**config.mk**
```make
export PLATFORM = sky130hd
export DESIGN_NAME = iq_router
export DESIGN_NICKNAME = d
export VERILOG_FILES = /design/src/rtl/iq_router_pkg.sv /design/src/rtl/iq_ctrl_regs.sv /design/src/rtl/iq_test_gen.sv /design/src/rtl/iq_tx_splitter.sv /design/src/rtl/iq_rx_packer.sv /design/src/rtl/iq_sink_slot.sv /design/src/rtl/iq_router.sv
export SDC_FILE = /design/constraint.sdc
export NUM_CORES = 1
export LEC_CHECK = 0
export BUFFER_PORTS_ARGS = -buffer_cell sky130_fd_sc_hd__buf_2
export CAP_MARGIN = 40
export CORE_MARGIN = 2
export CORE_UTILIZATION = 34
export DETAILED_ROUTE_END_ITERATION = 8
export GPL_TIMING_DRIVEN = 0
export HOLD_SLACK_MARGIN = 0.06
export PLACE_DENSITY_LB_ADDON = 0.25
export SYNTH_ARGS = -nofsm -noshare
export SYNTH_HDL_FRONTEND = slang
export SYNTH_SLANG_ARGS = --single-unit
```
**constraint.sdc**
```tcl
create_clock -name clk -period 1.8 [get_ports clk]
set_input_delay 0.36 -clock clk [delete_from_list [all_inputs] [get_ports clk]]
set_output_delay 0.36 -clock clk [all_outputs]
set_load 0.03 [all_outputs]
```
**src/rtl/iq_router_pkg.sv**
```systemverilog
package iq_router_pkg;

    typedef enum logic {
        SRC_GEN    = 1'b0,
        SRC_STREAM = 1'b1
    } tx_src_e;

    typedef enum logic {
        SINK_STREAM = 1'b0,
        SINK_DMA    = 1'b1
    } rx_sink_e;

    typedef struct packed {
        tx_src_e  tx_src;
        logic     loopback;
        rx_sink_e rx_sink;
    } cfg_t;

    localparam int OFF_TX_SRC   = 'h00;
    localparam int OFF_LOOPBACK = 'h08;
    localparam int OFF_RX_SINK  = 'h0C;
    localparam int OFF_OVF      = 'h10;

endpackage

```
**src/rtl/iq_ctrl_regs.sv**
```systemverilog
module iq_ctrl_regs
    import iq_router_pkg::*;
#(
    parameter int AW = 8,
    parameter int DW = 32
) (
    input  logic          clk,
    input  logic          rst_n,
    input  logic          wen_i,
    input  logic [AW-1:0] addr_i,
    input  logic [DW-1:0] wdata_i,
    input  logic          ovf_set_i,
    output cfg_t          cfg_o,
    output logic          ovf_o,
    output logic [DW-1:0] rdata_o
);

    typedef struct packed {
        cfg_t cfg;
        logic ovf;
    } regs_t;

    regs_t st_d, st_q;

    logic unused_wdata;
    assign unused_wdata = ^wdata_i[DW-1:1];

    always_comb begin
        st_d = st_q;
        if (wen_i) begin
            if (addr_i == AW'(OFF_TX_SRC))   st_d.cfg.tx_src   = tx_src_e'(wdata_i[0]);
            if (addr_i == AW'(OFF_LOOPBACK)) st_d.cfg.loopback = wdata_i[0];
            if (addr_i == AW'(OFF_RX_SINK))  st_d.cfg.rx_sink  = rx_sink_e'(wdata_i[0]);
            if (addr_i == AW'(OFF_OVF) && wdata_i[0]) st_d.ovf = 1'b0;
        end
        // a new drop in the same cycle as a clear wins
        if (ovf_set_i) st_d.ovf = 1'b1;
    end

    always_ff @(posedge clk) begin
        if (!rst_n) st_q <= '0;
        else        st_q <= st_d;
    end

    always_comb begin
        rdata_o = '0;
        if (addr_i == AW'(OFF_TX_SRC))   rdata_o[0] = st_q.cfg.tx_src;
        if (addr_i == AW'(OFF_LOOPBACK)) rdata_o[0] = st_q.cfg.loopback;
        if (addr_i == AW'(OFF_RX_SINK))  rdata_o[0] = st_q.cfg.rx_sink;
        if (addr_i == AW'(OFF_OVF))      rdata_o[0] = st_q.ovf;
    end

    assign cfg_o = st_q.cfg;
    assign ovf_o = st_q.ovf;

endmodule

```
**src/rtl/iq_test_gen.sv**
```systemverilog
module iq_test_gen #(
    parameter int SW = 12
) (
    input  logic          clk,
    input  logic          rst_n,
    input  logic          take_i,
    output logic [2*SW-1:0] word_o
);

    typedef struct packed {
        logic [SW-1:0] cnt;
    } gen_t;

    gen_t st_d, st_q;

    always_comb begin
        st_d = st_q;
        if (take_i) st_d.cnt = st_q.cnt + 1'b1;
    end

    always_ff @(posedge clk) begin
        if (!rst_n) st_q <= '0;
        else        st_q <= st_d;
    end

    assign word_o = {st_q.cnt, ~st_q.cnt};

endmodule

```
**src/rtl/iq_tx_splitter.sv**
```systemverilog
module iq_tx_splitter #(
    parameter int SW = 12
) (
    input  logic            clk,
    input  logic            rst_n,
    input  logic [2*SW-1:0] word_i,
    input  logic            avail_i,
    output logic            slot_o,
    output logic            take_o,
    output logic [SW-1:0]   sample_o,
    output logic            isel_o
);

    typedef struct packed {
        logic          q_pend;
        logic [SW-1:0] hold;
        logic [SW-1:0] sample;
        logic          isel;
    } split_t;

    split_t st_d, st_q;

    assign slot_o = !st_q.q_pend;
    assign take_o = !st_q.q_pend && avail_i;

    always_comb begin
        st_d        = st_q;
        st_d.q_pend = 1'b0;
        st_d.sample = '0;
        st_d.isel   = 1'b0;
        if (st_q.q_pend) begin
            st_d.sample = st_q.hold;
        end else if (avail_i) begin
            st_d.sample = word_i[2*SW-1:SW];
            st_d.isel   = 1'b1;
            st_d.hold   = word_i[SW-1:0];
            st_d.q_pend = 1'b1;
        end
    end

    always_ff @(posedge clk) begin
        if (!rst_n) st_q <= '0;
        else        st_q <= st_d;
    end

    assign sample_o = st_q.sample;
    assign isel_o   = st_q.isel;

endmodule

```
**src/rtl/iq_rx_packer.sv**
```systemverilog
module iq_rx_packer #(
    parameter int SW = 12
) (
    input  logic            clk,
    input  logic            rst_n,
    input  logic [SW-1:0]   sample_i,
    input  logic            isel_i,
    output logic            done_o,
    output logic [2*SW-1:0] word_o
);

    typedef struct packed {
        logic          have_i;
        logic [SW-1:0] i_hold;
    } pack_t;

    pack_t st_d, st_q;

    always_comb begin
        st_d = st_q;
        if (isel_i) begin
            st_d.have_i = 1'b1;
            st_d.i_hold = sample_i;
        end else begin
            st_d.have_i = 1'b0;
        end
    end

    always_ff @(posedge clk) begin
        if (!rst_n) st_q <= '0;
        else        st_q <= st_d;
    end

    assign done_o = !isel_i && st_q.have_i;
    assign word_o = {st_q.i_hold, sample_i};

endmodule

```
**src/rtl/iq_sink_slot.sv**
```systemverilog
module iq_sink_slot #(
    parameter int WW = 24
) (
    input  logic          clk,
    input  logic          rst_n,
    input  logic          load_i,
    input  logic [WW-1:0] word_i,
    input  logic          ready_i,
    output logic          valid_o,
    output logic [WW-1:0] word_o,
    output logic          drop_o
);

    typedef struct packed {
        logic          valid;
        logic [WW-1:0] word;
    } slot_t;

    slot_t st_d, st_q;
    logic  blocked;

    assign blocked = st_q.valid && !ready_i;
    assign drop_o  = load_i && blocked;

    always_comb begin
        st_d = st_q;
        if (st_q.valid && ready_i) st_d.valid = 1'b0;
        if (load_i && !blocked) begin
            st_d.valid = 1'b1;
            st_d.word  = word_i;
        end
    end

    always_ff @(posedge clk) begin
        if (!rst_n) st_q <= '0;
        else        st_q <= st_d;
    end

    assign valid_o = st_q.valid;
    assign word_o  = st_q.word;

endmodule

```
**src/rtl/iq_router.sv**
```systemverilog
module iq_router
    import iq_router_pkg::*;
#(
    parameter int SW = 12,
    parameter int AW = 8,
    parameter int DW = 32
) (
    input  logic            clk,
    input  logic            rst_n,
    input  logic [SW-1:0]   rx_sample_i,
    input  logic            rx_isel_i,
    output logic [SW-1:0]   tx_sample_o,
    output logic            tx_isel_o,
    input  logic [2*SW-1:0] tx_word_i,
    input  logic            tx_valid_i,
    output logic            tx_ready_o,
    output logic [2*SW-1:0] rxs_word_o,
    output logic            rxs_valid_o,
    input  logic            rxs_ready_i,
    output logic [2*SW-1:0] dma_word_o,
    output logic            dma_valid_o,
    input  logic            dma_ready_i,
    input  logic            reg_wen_i,
    input  logic [AW-1:0]   reg_addr_i,
    input  logic [DW-1:0]   reg_wdata_i,
    output logic [DW-1:0]   reg_rdata_o
);

    localparam int WW    = 2 * SW;
    localparam int NSINK = 2;

    cfg_t          cfg;
    logic          ovf_flag;
    logic          ovf_set;
    logic          src_stream;
    logic          sink_dma;

    logic [WW-1:0] gen_word;
    logic          gen_take;
    logic [WW-1:0] tx_word_sel;
    logic          tx_avail;
    logic          tx_slot;
    logic          tx_take;

    logic [SW-1:0] pk_sample;
    logic          pk_isel;
    logic          pk_done;
    logic [WW-1:0] pk_word;

    logic [NSINK-1:0] slot_load;
    logic [NSINK-1:0] slot_ready;
    logic [NSINK-1:0] slot_valid;
    logic [NSINK-1:0] slot_drop;
    logic [WW-1:0]    slot_word [NSINK];

    assign src_stream = (cfg.tx_src == SRC_STREAM);
    assign sink_dma   = (cfg.rx_sink == SINK_DMA);

    iq_ctrl_regs #(.AW(AW), .DW(DW)) u_regs (
        .clk      (clk),
        .rst_n    (rst_n),
        .wen_i    (reg_wen_i),
        .addr_i   (reg_addr_i),
        .wdata_i  (reg_wdata_i),
        .ovf_set_i(ovf_set),
        .cfg_o    (cfg),
        .ovf_o    (ovf_flag),
        .rdata_o  (reg_rdata_o)
    );

    // transmit source selection
    assign tx_word_sel = src_stream ? tx_word_i : gen_word;
    assign tx_avail    = src_stream ? tx_valid_i : 1'b1;
    assign gen_take    = tx_take && !src_stream;
    assign tx_ready_o  = tx_slot && src_stream;

    iq_test_gen #(.SW(SW)) u_gen (
        .clk   (clk),
        .rst_n (rst_n),
        .take_i(gen_take),
        .word_o(gen_word)
    );

    iq_tx_splitter #(.SW(SW)) u_split (
        .clk     (clk),
        .rst_n   (rst_n),
        .word_i  (tx_word_sel),
        .avail_i (tx_avail),
        .slot_o  (tx_slot),
        .take_o  (tx_take),
        .sample_o(tx_sample_o),
        .isel_o  (tx_isel_o)
    );

    // receive input selection
    assign pk_sample = cfg.loopback ? tx_sample_o : rx_sample_i;
    assign pk_isel   = cfg.loopback ? tx_isel_o   : rx_isel_i;

    iq_rx_packer #(.SW(SW)) u_pack (
        .clk     (clk),
        .rst_n   (rst_n),
        .sample_i(pk_sample),
        .isel_i  (pk_isel),
        .done_o  (pk_done),
        .word_o  (pk_word)
    );

    assign slot_ready[0] = rxs_ready_i;
    assign slot_ready[1] = dma_ready_i;

    for (genvar g = 0; g < NSINK; g++) begin : g_sink
        assign slot_load[g] = pk_done && (sink_dma == (g == 1));

        iq_sink_slot #(.WW(WW)) u_slot (
            .clk    (clk),
            .rst_n  (rst_n),
            .load_i (slot_load[g]),
            .word_i (pk_word),
            .ready_i(slot_ready[g]),
            .valid_o(slot_valid[g]),
            .word_o (slot_word[g]),
            .drop_o (slot_drop[g])
        );
    end

    assign ovf_set     = |slot_drop;
    assign rxs_valid_o = slot_valid[0];
    assign rxs_word_o  = slot_word[0];
    assign dma_valid_o = slot_valid[1];
    assign dma_word_o  = slot_word[1];

endmodule

```
==> flow_summary.yaml <==
run_status:
  status: "finished, final reports clean"
sta:
  fin_hold_ws_ns: 0.2895
  fin_crit_sh_pct: 99.37
  fmax_ghz: 0.5591
  drv_slew: 0
  skew_ns: 0.007811
  finalHoldViolCount: 0
  maxSlewHeadroom_pct: 54.01
  fin_crit_ns: 1.789
  setup_viol: 0
  setup_ws_ns: 0.01138
  worst_pin_slew_ns: 0.6803
  rsz0062_at_grt: "yes"
global_routing:
  grt_usage_pct: 19.48
  grt_max_degree: 20
  grt_overflow: 0
  antenna_found_initial: 1
  grt_pass1_vias: 4246
  grt_first_pass_wirelength_mm: 22.39
yosys:
  yosys_warnings: 0
  syn_area_um2: 4763
  synth_edf_count: 0
  avgSynthCellArea_um2: 9.073
  yosysSeqAreaShare_pct: 43.71
  synth_seq_cells: 104
  syn_inst: 525
  synthFlopType: "dfxtp_1"
  async_flop_share_pct: 0
  ys_types: 41
critical_path:
  r2r_setup_slack_ns: 0.10
  critical_path_class: "flip-flop to output port"
  cp.arrival_ns: 1.43
  critPathLaunchType: "flip-flop"
  worstReg2RegStart: "u_regs.cfg_o[1]"
  reg2reg_to: "g_sink[0].u_slot.word_o[20]"
  path_max_fanout: 7
  reg2reg_depth: 4
  slowest_delay_ns: 0.38
  crit_start: "u_regs.cfg_o[1]"
  required_ns: 1.44
  cp-end-kind: "output port"
  cp_cell_sequence: "mux2_2, a22oi_2, nor3_2, buf_4"
  crit_path_end: "reg_rdata_o[0]"
  critPathSlowestCell: "dfxtp_2"
pwr:
  ir_worst_vdd_v: 0.0004634
  power_density_nw_per_um2: 872.5
  leakage_nw: 2.488
final_layout:
  nets: 765
  synthToLayoutAreaGrowth_pct: 27.82
  seqCellArea_um2: 2095
  post-route-util_pct: 44.20
  multi_input_area_um2: 2250
  layout_commonest_cell: "buf_2"
  drive_above_1_share_pct: 31.63
  nFillCells: 1420
  final_cell_mix: "buf_2, dfxtp_1, buf_4"
clock_network:
  clk_pin_slew_ns: 0.07
  cts_tree: "built"
  cts_max_level: 3
  clock_tree.buffer_depth: 2
  cts-buffers-inserted: 9
  insertion_delay_ns: 0.36
  root_buffer: "clkbuf_16"
  clkSinkCount: 104
  cts_hold_buf: 0
place:
  dp_hpwl_mm: 11.50
  place.gp.congestion: 0.8976
  port_buffers: 116
  place_worst_setup_slack_ns: -0.1077
die:
  ios: 179
  dieWidth_um: 122.4
  core_um2: 13770
  die_area_um2: 14970
  start_util_pct: 34.58
  num_rows: 43
  die_h_um: 122.4
route:
  remaining_drc_errors: 0
  ant_nets: 0
  via_per_inst: 5.197
  vias: 4506
  wl_mm: 14.49
  drtIter0Drc: 276
  detail_route.wl_per_cell_um: 16.71
  firstDrtPassIters: 4
job:
  max_cap_violations: 0
min_path:
  worstHoldStart: "tx_word_i[12]"
  worstHoldPathType: "primary input to flip-flop"
[worst max-delay path: cells and delay by family, from the launching register on]
kind,cells,cell delay [ns]
and+or+nand+nor,1,0.05
muxes,1,0.29
buffers and inverters,1,0.16
AOI/OAI and AO/OA,1,0.20
DFF,1,0.38
[timing repair]
item / 4_1_cts / 5_1_grt
setup buffers: 2 / 0
setup endpoints to repair: 2 / 9
gates resized for setup: 15 / 9
pin swaps: 2 / 0
[kinds of logic after synthesis]
| group | share of synthesized area, % |
|---|---|
| muxes | 5.201 |
| AOI/OAI and AO/OA | 25.64 |
| DFF | 43.71 |
| other | 0.07873 |
| and+or+nand+nor | 12.92 |
| xor gates and xnor gates | 0.3678 |
| adders and majority gates | 0.2626 |
| buffers and inverters | 11.82 |
[worst min path at each step]
stage / endpoint / slack (ns) / depth (start not counted)
final: u_split.sample_o[0] / 0.29 / 3
after CTS: u_split.sample_o[0] / 0.28 / 3
after detailed placement: g_sink[0].u_slot.word_o[18] / 0.46 / 2
after global routing: u_split.sample_o[0] / 0.31 / 3
after floorplan: u_regs.ovf_o / 0.44 / 2
after global placement: g_sink[0].u_slot.word_o[16] / 0.46 / 2
[sequential cells by signal (all words and copies together), names as in the netlist]
name                   count
u_split.st_q              12
u_pack.word_o             12
g_sink.u_slot.valid_o      2
u_split.isel_o             1
g_sink.u_slot.word_o      48
u_regs.cfg_o               3
u_gen.st_q                12
u_regs.ovf_o               1
u_pack.st_q                1
u_split.sample_o          12
[synthesized netlist by cell type (3+ instances only)]
| cell type | n | area share (%) |
|---|---|---|
| mux2_2 | 3 | 0.71 |
| mux2i_1 | 20 | 4.2 |
| or4_1 | 7 | 1.1 |
| a21oi_1 | 42 | 4.4 |
| nand4_1 | 27 | 3.5 |
| buf_4 | 44 | 6.9 |
| nand2b_1 | 6 | 0.79 |
| a2bb2oi_1 | 8 | 1.5 |
| buf_2 | 15 | 1.6 |
| clkbuf_1 | 36 | 2.8 |
| o221a_2 | 8 | 1.9 |
| dfxtp_1 | 104 | 44 |
| nor2b_1 | 5 | 0.66 |
| inv_1 | 4 | 0.32 |
| nand3_1 | 8 | 0.84 |
| a221oi_1 | 8 | 1.5 |
| nor2_1 | 32 | 2.5 |
| o21ai_0 | 15 | 1.6 |
| a211oi_1 | 40 | 6.3 |
| a31oi_1 | 25 | 3.3 |
| o31ai_1 | 31 | 4.9 |
| nand2_1 | 13 | 1.0 |
[per-layer routing]
layer,share of wire [%],track usage [%]
met1,43,24.24
met2,49,33.19
met3,6.8,4.833
met4,1.9,5.891
met5,0,0
[where the power goes]
group | internal, W | switching, W | leakage [nW] | total, W
combinational | 0.000245 | 0.000426 | 1.47 | 0.000671
sequential | 0.00238 | 0.0000732 | 0.853 | 0.00246
clock | 0.00125 | 0.000931 | 0.165 | 0.00218
[per-stage QoR]
stage	area (um^2)	power (W)	setup TNS, ns	cells
global route	6086	0.005494	-0.05306	866
global placement	5687	0.003163	-0.07709	851
CTS	6070	0.005343	-0.001952	866
detailed placement	5687	0.003175	-0.1077	851
finish	6088	0.005312	0	867
floorplan	4881	0.002965	0	555
[cell type report]
class,instances,share of cell area (%)
flip-flops and latches,104,34.40
multi-input cells,350,36.95
diodes,1,0.04110
clock buffers,9,3.699
clock inverters,7,1.870
repair buffers,118,10.07
well taps,180,3.699
plain buffers,92,8.878
inverters,6,0.3905
No activity file was read; power rests on OpenSTA's default activity.
